File: src/rtl/fem_pkg.sv
package fem_pkg;
  typedef enum logic [1:0] {
    PH_IDLE = 2'd0,
    PH_DOWN = 2'd1,
    PH_UP   = 2'd2,
    PH_HALT = 2'd3
  } fem_phase_e;
endpackage

File: src/rtl/fem_cfg_hold.sv
module fem_cfg_hold #(
  parameter int CW = 16,
  parameter int LW = 8
) (
  input  logic          clk,
  input  logic          rst_n,
  input  logic          en,
  input  logic [CW-1:0] reload_in,
  input  logic [LW-1:0] lim_in,
  output logic [CW-1:0] reload_q,
  output logic [LW-1:0] lim_q
);
  logic          take_cfg;
  logic [CW-1:0] reload_d;
  logic [LW-1:0] lim_d;

  // copies track the inputs only while the counter is off
  assign take_cfg = ~en;

  always_comb begin
    reload_d = reload_q;
    lim_d    = lim_q;
    if (take_cfg) begin
      reload_d = reload_in;
      lim_d    = lim_in;
    end
  end

  always_ff @(posedge clk or negedge rst_n) begin
    if (!rst_n) begin
      reload_q <= '0;
      lim_q    <= '0;
    end else begin
      reload_q <= reload_d;
      lim_q    <= lim_d;
    end
  end
endmodule

File: src/rtl/fem_count_core.sv
module fem_count_core
  import fem_pkg::*;
#(
  parameter int CW = 16,
  parameter int LW = 8,
  parameter int MS = 7
) (
  input  logic          clk,
  input  logic          rst_n,
  input  logic          en,
  input  logic          sync,
  input  logic [CW-1:0] reload,
  input  logic [LW-1:0] lim,
  output logic          take,
  output logic [CW-1:0] take_val,
  output logic          take_dir,
  output logic          zero_hit,
  output logic          ceil_hit,
  output logic          big_err
);
  fem_phase_e    ph_q, ph_d;
  logic [CW-1:0] cnt_q, cnt_d;
  logic [CW-1:0] ceil_val;

  assign ceil_val = CW'({lim, {MS{1'b0}}});
  assign take_val = cnt_q;
  assign take_dir = (ph_q != PH_DOWN);

  always_comb begin
    cnt_d    = cnt_q;
    ph_d     = ph_q;
    take     = 1'b0;
    zero_hit = 1'b0;
    ceil_hit = 1'b0;
    big_err  = 1'b0;
    if (!en) begin
      cnt_d = '0;
      ph_d  = PH_IDLE;
    end else if (sync) begin
      // reload wins over any count step in the same cycle
      cnt_d   = reload;
      ph_d    = PH_DOWN;
      take    = (ph_q != PH_IDLE);
      big_err = (ph_q == PH_DOWN) && (cnt_q >= ceil_val);
    end else begin
      case (ph_q)
        PH_DOWN: begin
          if (cnt_q == '0) begin
            ph_d     = PH_UP;
            zero_hit = 1'b1;
          end else begin
            cnt_d = cnt_q - 1'b1;
          end
        end
        PH_UP: begin
          if (cnt_q >= ceil_val) begin
            ph_d     = PH_HALT;
            ceil_hit = 1'b1;
          end else begin
            cnt_d = cnt_q + 1'b1;
          end
        end
        default: ;
      endcase
    end
  end

  always_ff @(posedge clk or negedge rst_n) begin
    if (!rst_n) begin
      cnt_q <= '0;
      ph_q  <= PH_IDLE;
    end else begin
      cnt_q <= cnt_d;
      ph_q  <= ph_d;
    end
  end
endmodule

File: src/rtl/fem_event_reg.sv
module fem_event_reg #(
  parameter int CW = 16
) (
  input  logic          clk,
  input  logic          rst_n,
  input  logic          take,
  input  logic [CW-1:0] take_val,
  input  logic          take_dir,
  input  logic          zero_hit,
  input  logic          ceil_hit,
  input  logic          big_err,
  output logic [CW-1:0] cap_q,
  output logic          dir_q,
  output logic          stb_q,
  output logic          due_q,
  output logic          miss_q,
  output logic          err_q
);
  logic [CW-1:0] cap_d;
  logic          dir_d;

  always_comb begin
    cap_d = cap_q;
    dir_d = dir_q;
    if (take) begin
      cap_d = take_val;
      dir_d = take_dir;
    end
  end

  always_ff @(posedge clk or negedge rst_n) begin
    if (!rst_n) begin
      cap_q  <= '0;
      dir_q  <= 1'b0;
      stb_q  <= 1'b0;
      due_q  <= 1'b0;
      miss_q <= 1'b0;
      err_q  <= 1'b0;
    end else begin
      cap_q  <= cap_d;
      dir_q  <= dir_d;
      stb_q  <= take;
      due_q  <= zero_hit;
      miss_q <= ceil_hit;
      err_q  <= big_err;
    end
  end
endmodule

File: src/rtl/freq_err_meter.sv
module freq_err_meter #(
  parameter int CW = 16,
  parameter int LW = 8,
  parameter int MS = 7
) (
  input  logic          clk_i,
  input  logic          rst_n_i,
  input  logic          en_i,
  input  logic          sync_i,
  input  logic [CW-1:0] reload_i,
  input  logic [LW-1:0] lim_i,
  output logic [CW-1:0] err_cap_o,
  output logic          err_dir_o,
  output logic          cap_stb_o,
  output logic          esync_o,
  output logic          miss_o,
  output logic          sync_err_o
);
  logic [1:0]    rst_sync_q;
  logic          rst_n_sync;
  logic [CW-1:0] reload_h;
  logic [LW-1:0] lim_h;
  logic          take, take_dir, zero_hit, ceil_hit, big_err;
  logic [CW-1:0] take_val;

  always_ff @(posedge clk_i or negedge rst_n_i) begin
    if (!rst_n_i) rst_sync_q <= 2'b00;
    else          rst_sync_q <= {rst_sync_q[0], 1'b1};
  end
  assign rst_n_sync = rst_sync_q[1];

  fem_cfg_hold #(.CW(CW), .LW(LW)) u_hold (
    .clk(clk_i), .rst_n(rst_n_sync), .en(en_i),
    .reload_in(reload_i), .lim_in(lim_i),
    .reload_q(reload_h), .lim_q(lim_h)
  );

  fem_count_core #(.CW(CW), .LW(LW), .MS(MS)) u_core (
    .clk(clk_i), .rst_n(rst_n_sync), .en(en_i), .sync(sync_i),
    .reload(reload_h), .lim(lim_h),
    .take(take), .take_val(take_val), .take_dir(take_dir),
    .zero_hit(zero_hit), .ceil_hit(ceil_hit), .big_err(big_err)
  );

  fem_event_reg #(.CW(CW)) u_evt (
    .clk(clk_i), .rst_n(rst_n_sync),
    .take(take), .take_val(take_val), .take_dir(take_dir),
    .zero_hit(zero_hit), .ceil_hit(ceil_hit), .big_err(big_err),
    .cap_q(err_cap_o), .dir_q(err_dir_o), .stb_q(cap_stb_o),
    .due_q(esync_o), .miss_q(miss_o), .err_q(sync_err_o)
  );
endmodule

File: config.mk
export PLATFORM = sky130hd
export DESIGN_NAME = freq_err_meter
export DESIGN_NICKNAME = d
export VERILOG_FILES = /design/src/rtl/fem_pkg.sv /design/src/rtl/fem_cfg_hold.sv /design/src/rtl/fem_count_core.sv /design/src/rtl/fem_event_reg.sv /design/src/rtl/freq_err_meter.sv
export SDC_FILE = /design/constraint.sdc
export NUM_CORES = 1
export LEC_CHECK = 0
export ABC_AREA = 1
export BUFFER_PORTS_ARGS = -buffer_cell sky130_fd_sc_hd__buf_4
export CORE_MARGIN = 2
export CORE_UTILIZATION = 50
export CTS_BUF_LIST = sky130_fd_sc_hd__clkbuf_8
export DETAILED_ROUTE_END_ITERATION = 7
export PLACE_DENSITY_LB_ADDON = 0.3
export SLEW_MARGIN = 10
export SYNTH_ARGS = -nofsm -noshare
export SYNTH_HDL_FRONTEND = slang
export SYNTH_SLANG_ARGS = --single-unit
File: constraint.sdc
create_clock -name clk_i -period 3.1 [get_ports clk_i]
set_input_delay 0.62 -clock clk_i [delete_from_list [all_inputs] [get_ports clk_i]]
set_output_delay 0.62 -clock clk_i [all_outputs]
set_load 0.03 [all_outputs]
======== Word level (Yosys, flattened, before mapping) ========
Cells that the tools add are included.
word-level totals
  logic and storage cells ................. 49
  input port bits ......................... 28
  bits in registers ....................... 65
  output and inout port bits .............. 21
cells by class
  order comparisons ....................... 1
  equality and inequality tests ........... 8
  reductions and logical operators ........ 5
  add/sub/neg operators ................... 2
  mux-type cells .......................... 22
operator list
  operator                                                                 count
  16-bit two-way mux                                                       4
  16-bit one-hot mux with 2 select lines                                   1
  16-bit by 1-bit adder with 16-bit output, second input constant          1
  16-bit by 15-bit greater-or-equal comparator with 1-bit output           1
  16-bit zero test                                                         1
  16-bit by 1-bit subtractor with 16-bit output, second input constant     1
  1-bit two-way mux                                                        12
  4-bit inequality test, second input constant                             3
  2-bit two-way mux                                                        4
  3-bit AND reduction                                                      2
  4-bit by 1-bit inequality test with 1-bit output, second input constant  1
  4-bit by 3-bit inequality test with 1-bit output, second input constant  1
  2-bit one-hot mux with 2 select lines                                    1
  2-bit by 1-bit equality test with 1-bit output, second input constant    1
  2-bit equality test, second input constant                               1
  2-bit by 1-bit inequality test with 1-bit output, second input constant  1
  2-bit nonzero test                                                       1
  1-bit logical AND                                                        1

======== Logic depth before layout (Yosys ltp) ========
Gate-level depths: netlist of run 1.
  depth in word-level cells ............... 5
  gate-level depth with buffers ........... 15
  mapped depth without buffers ............ 15

======== Cells and area by module ========
A second synthesis of run 1 with hierarchy kept.
second synthesis, totals
  cells, all modules ...................... 563
  area total of the unflattened synthesis .. 4082.7 um^2
modules (own cells, without submodules)
  module          times used  cells an instance  seq. area each (um^2)  area each (um^2)
  fem_count_core  1           382                450.4                  2273.4
  fem_cfg_hold    1           102                600.6                  974.7
  fem_event_reg   1           76                 525.5                  780.7
  freq_err_meter  1           3                  50.0                   53.8

======== Worst setup path before layout of run 1 ========
Ideal clock, no wire load.
  path type ............................... reg-to-reg
  start ................................... register u_core.ph_q[0]
  end ..................................... register u_core.cnt_q[15], in the netlist u_core.take_val[15]
  required time ........................... 2983 ps
  buffers on the path ..................... 0
  arrival time ............................ 2099 ps
  path slack .............................. 884 ps
  setup time .............................. 117 ps
  stages on the path, launching flop included .. 15
  period minus slack after synthesis ...... 2216 ps
  cell sequence ........................... dfrtp_1 -> inv_1 -> ha_1 -> inv_1 -> ha_1 -> nand2_1 -> inv_1 -> a21oi_1 -> nor2_1 -> nor2_1 -> nand2_1 -> nand2_1 -> nand3_1 -> nand2_1 -> nand2_1
between the ends
  cells in the longest elaborated chain, start to end .. 4
  elaborated cells between the ends (all ways) .. 9
  those cells by class .................... eq/ne: 5; mux: 3; reduce/logical: 1
RTL lines
  element                                                                                RTL line              source
  start, declared                                                                        fem_count_core.sv:21  fem_phase_e ph_q, ph_d;
  start signal, assigned                                                                 fem_count_core.sv:74  ph_q <= ph_d;
  2-bit equality test or 2-bit by 1-bit equality test with 1-bit output (tied branches)  fem_count_core.sv:46  case (ph_q)
  16-bit one-hot mux with 2 select lines                                                 fem_count_core.sv:46
  16-bit two-way mux                                                                     fem_count_core.sv:39  end else if (sync) begin
  16-bit two-way mux                                                                     fem_count_core.sv:36  if (!en) begin
  end signal, assigned                                                                   fem_count_core.sv:73  cnt_q <= cnt_d;
  end, declared                                                                          fem_count_core.sv:22  logic [CW-1:0] cnt_q, cnt_d;
Several ways; a longest one is shown, not always the timed one.
A chain may end at the register's enable or synchronous reset.

======== Final worst setup path of run 1 ========
Ends and elaborated chain as after synthesis.

==> impl_metrics.json, run 1 <==
{
  "powerDensity_nw_per_um2": 753.2,
  "rows": 32,
  "track_usage_pct": 22.47,
  "area_delta_synth_final_pct": 16.75,
  "cpPeakStageDelay_ns": 0.48,
  "multiInputGateArea_um2": 1957,
  "final_layout_size_suffix_gt1_share_pct": 14.81,
  "grt_pass1_wl_um": 15120,
  "r2r_cells": 14,
  "fin_area_um2": 4604,
  "grt_overflow": 0,
  "antenna_left": 0,
  "yosysWarnings": 0,
  "hold_buffers": 0,
  "diodes": 0,
  "cp_data_required_time_ns": 3.34,
  "rsz0062_at_grt": "no",
  "yosys_register_bits": 65,
  "layout_commonest_cell": "nand2_1",
  "clk_pin_slew_ns": 0.08,
  "cp_cell_sequence": "inv_1 -> ha_1 -> inv_1 -> ha_1 -> nand2_1 -> inv_1 -> a21oi_1 -> nor2_1 -> nor2_1 -> nand2_1 -> nand2_1 -> nand3_1 -> nand2_1 -> nand2_1",
  "setup-tns-final_ns": 0,
  "grt_antenna_before_repair": 0,
  "vias": 3401,
  "dpl_cell_area_um2": 4384,
  "io_pins": 49,
  "cts_resized": 0,
  "die_h_um": 92.81,
  "finalCritPeriodShare_pct": 85.39,
  "synth.distinct_cells": 34,
  "wirelength_um": 8871,
  "crit_family": "adder cells",
  "cts_inserted_buffers": 9,
  "synth-seq-area-share_pct": 41.24,
  "grt_start_max_net_pins": 42,
  "layout_setup_ws_ns": 0.4529,
  "clock.fmax_ghz": 0.3778,
  "rr_startpoint": "u_core.ph_q[0]",
  "maxCapViolCount": 0,
  "setup_violations": 0,
  "power_leakage_uw": 0.002625,
  "cts_tree": "built",
  "dpl_worst_slack_ns": 0.4864,
  "hpwlAfterDp_um": 6752,
  "grt_pass1_vias": 3187,
  "avgSynthCellArea_um2": 7.210,
  "vias_per_cell": 4.838,
  "drt_pass1_iterations": 4,
  "end_kind": "register",
  "syn_nets": 602,
  "r2r_slack_ns": 0.45,
  "nNetsFinal": 651,
  "drc": 0,
  "syn_inst": 547,
  "layout_min_cycle_time_ns": 2.647,
  "seq_area_um2": 1628,
  "r2r_end": "u_core.take_val[15]",
  "finClkSkew_ns": 0.006583,
  "total_power_uw": 3468,
  "critical_path_class": "register to register",
  "crit_path_frequent_cell": "nand2_1",
  "cp-start-kind": "register",
  "hold_path.class": "input port to async pin",
  "fill_cells": 753,
  "cp_num_buf_inv": 3,
  "hold_viol": 0,
  "dieWidth_um": 92.81,
  "critical-path-slowest-cell": "inv_1",
  "vdd_ir_drop_max_v": 0.0003770,
  "cts.sinks": 65,
  "status": "finished clean",
  "clock_latency_ns": 0.35,
  "maxSlewViolCount": 0,
  "cp_max_fo": 18,
  "die_area_um2": 8614,
  "coreArea_um2": 7687,
  "tightest_slew_ns": 0.8812,
  "io_buffer_count": 48,
  "initialDrtViolationCount": 215,
  "gp_congestion": 0.9481,
  "htree_levels": 3,
  "root_buffer": "clkbuf_8",
  "initial_utilization_pct": 51.30,
  "mostFrequentLayoutCells": "nand2_1, inv_1, dfrtp_1",
  "arrival_ns": 2.89,
  "max_slew_margin_pct": 41.25,
  "synth_area_um2": 3944,
  "cts_setup_buffers": 0,
  "wl_per_cell_um": 12.62,
  "cts.path.max_buffers": 2
}
==> through the flow <==
stage / instances / util, % / hold slack, ns
floorplan: 547 / - / 0.3244
global placement: 687 / 57.03 / 0.3336
detailed placement: 687 / 57.03 / 0.3694
CTS: 703 / 59.90 / 0.02304
global route: 703 / 59.90 / 0.01308
finish: 703 / 59.90 / 0.03841
==> cells by family (layout without fill, tap and decap cells) <==
| group | Yosys count | count (layout) | synth area share [%] |
|---|---|---|---|
| XOR/XNOR | 4 | 4 | 0.8882 |
| AND/OR/NAND/NOR | 304 | 304 | 32.04 |
| buffers and inverters | 91 | 145 | 9.137 |
| AO/OA/AOI/OAI | 55 | 55 | 7.837 |
| flip-flops | 65 | 65 | 41.24 |
| other | 1 | 1 | 0.09509 |
| adder cells (fa/ha/maj) | 27 | 27 | 8.756 |
==> power breakdown <==
| group | switching (µW) | internal, µW |
|---|---|---|
| registers | 143 | 1000 |
| logic | 965 | 565 |
| clock network | 342 | 452 |
==> flip-flops by register name, indices dropped and copies added, names as in the netlist <==
name	cells
u_hold.lim_q	8
u_evt.due_q	1
u_evt.dir_q	1
u_evt.stb_q	1
rst_sync_q	2
u_core.take_val	16
u_evt.err_q	1
u_evt.miss_q	1
u_core.ph_q	2
u_evt.cap_q	16
u_hold.reload_q	16
==> cell usage after synthesis, drive strengths merged <==
cell type / n / area, µm²
nand4: 4 / 25.02
o21ai: 37 / 203.9
or2: 1 / 6.260
o21a: 1 / 7.510
a22oi: 1 / 7.510
and2: 2 / 12.51
dfrtp: 65 / 1627
ha: 26 / 325.3
a21boi: 1 / 7.510
a21oi: 13 / 68.82
nand2: 235 / 923.4
conb: 1 / 3.750
nand3: 32 / 165.2
o31ai: 1 / 7.510
buf: 4 / 33.78
nor3: 1 / 5.000
a31oi: 1 / 6.260
inv: 78 / 292.8
clkinv: 1 / 3.750
fa: 1 / 20.02
nor2: 29 / 126.4
clkbuf: 8 / 30.03
xnor2: 4 / 35.03
==> per-layer routing <==
layer | wire length (µm) | up-vias | track usage, %
met3 | 475 | 11 | 5.858
met4 | 127 | 0 | 5.637
met1 | 4019 | 1525 | 29.89
met2 | 4250 | 82 | 36.71
met5 | 0 | - | 0
li1 | - | 1783 | -
==> worst reg2reg max path: stages, from the launching register on <==
cell and delay (ns):
dfrtp_1 0.38, inv_1 0.07, ha_1 0.26, inv_1 0.48, ha_1 0.40, nand2_1 0.15
inv_1 0.06, a21oi_1 0.24, nor2_1 0.06, nor2_1 0.12, nand2_1 0.07, nand2_1 0.05
nand3_1 0.06, nand2_1 0.08, nand2_1 0.05
==> area by class of cell <==
class	count	share of cell area (%)
multi-input combinational	391	42.50
sequential	65	35.35
timing repair buffer	50	8.152
inverter	79	6.440
tap	102	2.772
clock buffer	9	2.690
clock inverter	7	2.092
==> how the worst max path moves through the flow <==
stage	slack (ns)	cells after the start	end	from
after floorplan	0.88	14	u_core.take_val[15]	u_core.ph_q[0]
after global placement	0.63	14	u_core.take_val[15]	u_core.ph_q[0]
after detailed placement	0.49	14	u_core.take_val[15]	u_core.ph_q[0]
after CTS	0.47	14	u_core.take_val[15]	u_core.ph_q[0]
after global routing	0.17	14	u_core.take_val[15]	u_core.ph_q[0]
final	0.45	14	u_core.take_val[15]	u_core.ph_q[0]
(Power assumes the default switching activity.)
==> run 2: changes to the inputs <==
--- a/config.mk
+++ b/config.mk
@@ -11,6 +11,7 @@
 export CORE_UTILIZATION = 50
 export CTS_BUF_LIST = sky130_fd_sc_hd__clkbuf_8
 export DETAILED_ROUTE_END_ITERATION = 7
+export GPL_TIMING_DRIVEN = 0
 export PLACE_DENSITY_LB_ADDON = 0.3
 export SLEW_MARGIN = 10
 export SYNTH_ARGS = -nofsm -noshare
==> constraint.sdc (replaced) <==
create_clock -name clk_i -period 2.6 [get_ports clk_i]
set_input_delay 0.52 -clock clk_i [delete_from_list [all_inputs] [get_ports clk_i]]
set_output_delay 0.52 -clock clk_i [all_outputs]
set_load 0.03 [all_outputs]
==> run 2 against run 1 <==
Net effect:
- cell area is 3.4% higher
- core utilization up 2.0 points
- non-clock buffer count increased by 14
- total power up 27%
- die area did not move
- flip-flop and latch count unchanged
- sequential power is 20% higher
- largest cell class unchanged
==> impl_metrics.json, run 2 (synthesis gave the netlist of run 1 again) <==
{
  "status": "finished clean",
  "clk_pin_slew_ns": 0.07,
  "maxCapViolCount": 0,
  "die_area_um2": 8614,
  "initialDrtViolationCount": 181,
  "antenna_left": 0,
  "critical-path-slowest-cell": "dfrtp_1",
  "cts.sinks": 65,
  "clock_latency_ns": 0.35,
  "setup_violations": 0,
  "holdCritStartpoint": "reload_i[5]",
  "area_delta_synth_final_pct": 20.72,
  "vias": 3612,
  "coreArea_um2": 7687,
  "p_switching_uw": 1765,
  "cp_num_buf_inv": 4,
  "initial_utilization_pct": 51.30,
  "grt_pass1_wl_um": 16100,
  "io_buffer_count": 48,
  "wirelength_um": 9472,
  "hold_viol": 0,
  "final_layout_size_suffix_gt1_share_pct": 16.10,
  "dieWidth_um": 92.81,
  "end_kind": "register",
  "drt_pass1_iterations": 4,
  "cts_inserted_buffers": 9,
  "cp_data_required_time_ns": 2.84,
  "die_h_um": 92.81,
  "wl_per_cell_um": 13.21,
  "cp_cell_sequence": "inv_1 -> ha_4 -> clkinvlp_4 -> buf_4 -> ha_1 -> nand2_1 -> inv_1 -> a21oi_2 -> nor2_1 -> nor2_1 -> nand2_1 -> nand2_1 -> nand3_1 -> nand2_1 -> nand2_1",
  "critical_path_class": "register to register",
  "clkPwrFrac_pct": 26.1,
  "arrival_ns": 2.62,
  "vias_per_cell": 5.038,
  "grt_antenna_before_repair": 0,
  "vdd_ir_drop_max_v": 0.0005080,
  "clock.fmax_ghz": 0.4198,
  "max_slew_margin_pct": 45.67,
  "grt_overflow": 0,
  "cp-start-kind": "register",
  "dpl_cell_area_um2": 4436,
  "track_usage_pct": 23.68,
  "layout_min_cycle_time_ns": 2.382,
  "gp_congestion": 0.9285,
  "finClkSkew_ns": 0.009834,
  "rr_startpoint": "u_core.ph_q[0]",
  "pwr-share-seq_pct": 31.3,
  "root_buffer": "clkbuf_8",
  "finalCritPeriodShare_pct": 91.63,
  "powerDensity_nw_per_um2": 921.8,
  "maxSlewViolCount": 0,
  "crit_family": "simple AND/OR/NAND/NOR gates",
  "mostFrequentLayoutCells": "nand2_1, inv_1, dfrtp_1",
  "setup-tns-final_ns": 0,
  "r2r_cells": 15,
  "cts_tree": "built",
  "worstSetupStartpoint": "u_core.ph_q[0]",
  "fin_area_um2": 4761,
  "r2r_end": "u_core.take_val[15]",
  "crit_path_frequent_cell": "nand2_1",
  "drc": 0,
  "cp_max_fo": 6,
  "rsz0062_at_grt": "no",
  "intPower_uw": 2623,
  "cts.path.max_buffers": 2,
  "htree_levels": 3,
  "layout_commonest_cell": "nand2_1",
  "final_util_pct": 61.93,
  "cpPeakStageDelay_ns": 0.41,
  "rows": 32,
  "hold_depth": 3,
  "power_leakage_uw": 0.002685,
  "grt_start_max_net_pins": 64,
  "nNetsFinal": 665,
  "r2r_slack_ns": 0.22,
  "io_pins": 49,
  "hpwlAfterDp_um": 6964,
  "diodes": 0,
  "tightest_slew_ns": 0.8150,
  "hold_path.class": "input port to register",
  "pwr-share-comb_pct": 42.6,
  "hold_end": "u_hold.reload_q[5]",
  "swShare_pct": 40.22,
  "grt_pass1_vias": 3457
}
run 2: cell type report:
class / count / area (µm²)
inverters: 79 / 300.3
clock buffers: 9 / 123.9
repair buffers: 52 / 392.9
multi-input cells: 391 / 1979
well taps: 102 / 127.6
clock inverters: 7 / 142.6
flip-flops and latches: 65 / 1630
plain buffers: 12 / 63.81
fillers: 697 / 2927
run 2: timing repair:
action	in CTS	in global routing
resized for setup	1	5
endpoints found under the setup margin	2	10
setup buffers	3	0
cloned	0	0
endpoints found under the hold margin	2	0
hold buffers	1	0
run 2: worst max-delay path by stage:
| stage | end | slack [ns] | cells after the start |
|---|---|---|---|
| after CTS | u_core.take_val[15] | 0.09 | 15 |
| final | u_core.take_val[15] | 0.22 | 15 |
| after global routing | u_core.take_val[13] | 0.01 | 16 |
| after detailed placement | u_core.take_val[15] | -0.08 | 14 |
| after global placement | u_core.take_val[2] | -0.04 | 0 |
| after floorplan | u_core.take_val[15] | 0.38 | 14 |
run 2: per-layer routing:
metal  share of wire (%)  GRT usage (%)  vias up
met3                 5.0          4.475       22
met1                  44          30.95     1693
li1                    -              -     1813
met4                 2.8          8.211        0
met5                   0              0        -
met2                  48          39.43       84
run 2: worst reg2reg max path: cells and delay by family, from the launching register on:
kind | cells | cell delay [ns]
flops | 1 | 0.41
simple gates | 8 | 0.70
compound gates | 1 | 0.17
fa+ha+maj | 2 | 0.53
buf+inv | 4 | 0.47
run 2: power groups by stage:
stage	combinational (µW)	clock (µW)	sequential (µW)
3_5_place_dp	1820	0	1390
2_1_floorplan	1200	0	1510
5_1_grt	2130	1210	1400
4_1_cts	1840	1170	1370
3_3_place_gp	1770	0	1380
6_report	1870	1150	1370
run 2: metrics by stage:
step                      worst slack [ns]  instances  hold slack (ns)  total power (µW)
after global routing               0.01036        717           0.3632              4738
after detailed placement          -0.07662        697           0.3043              3206
final                               0.2177        717           0.3629              4388
after global placement            -0.04113        697           0.3030              3151
after CTS                          0.08548        717           0.3529              4373
after floorplan                     0.3839        547           0.2244              2709
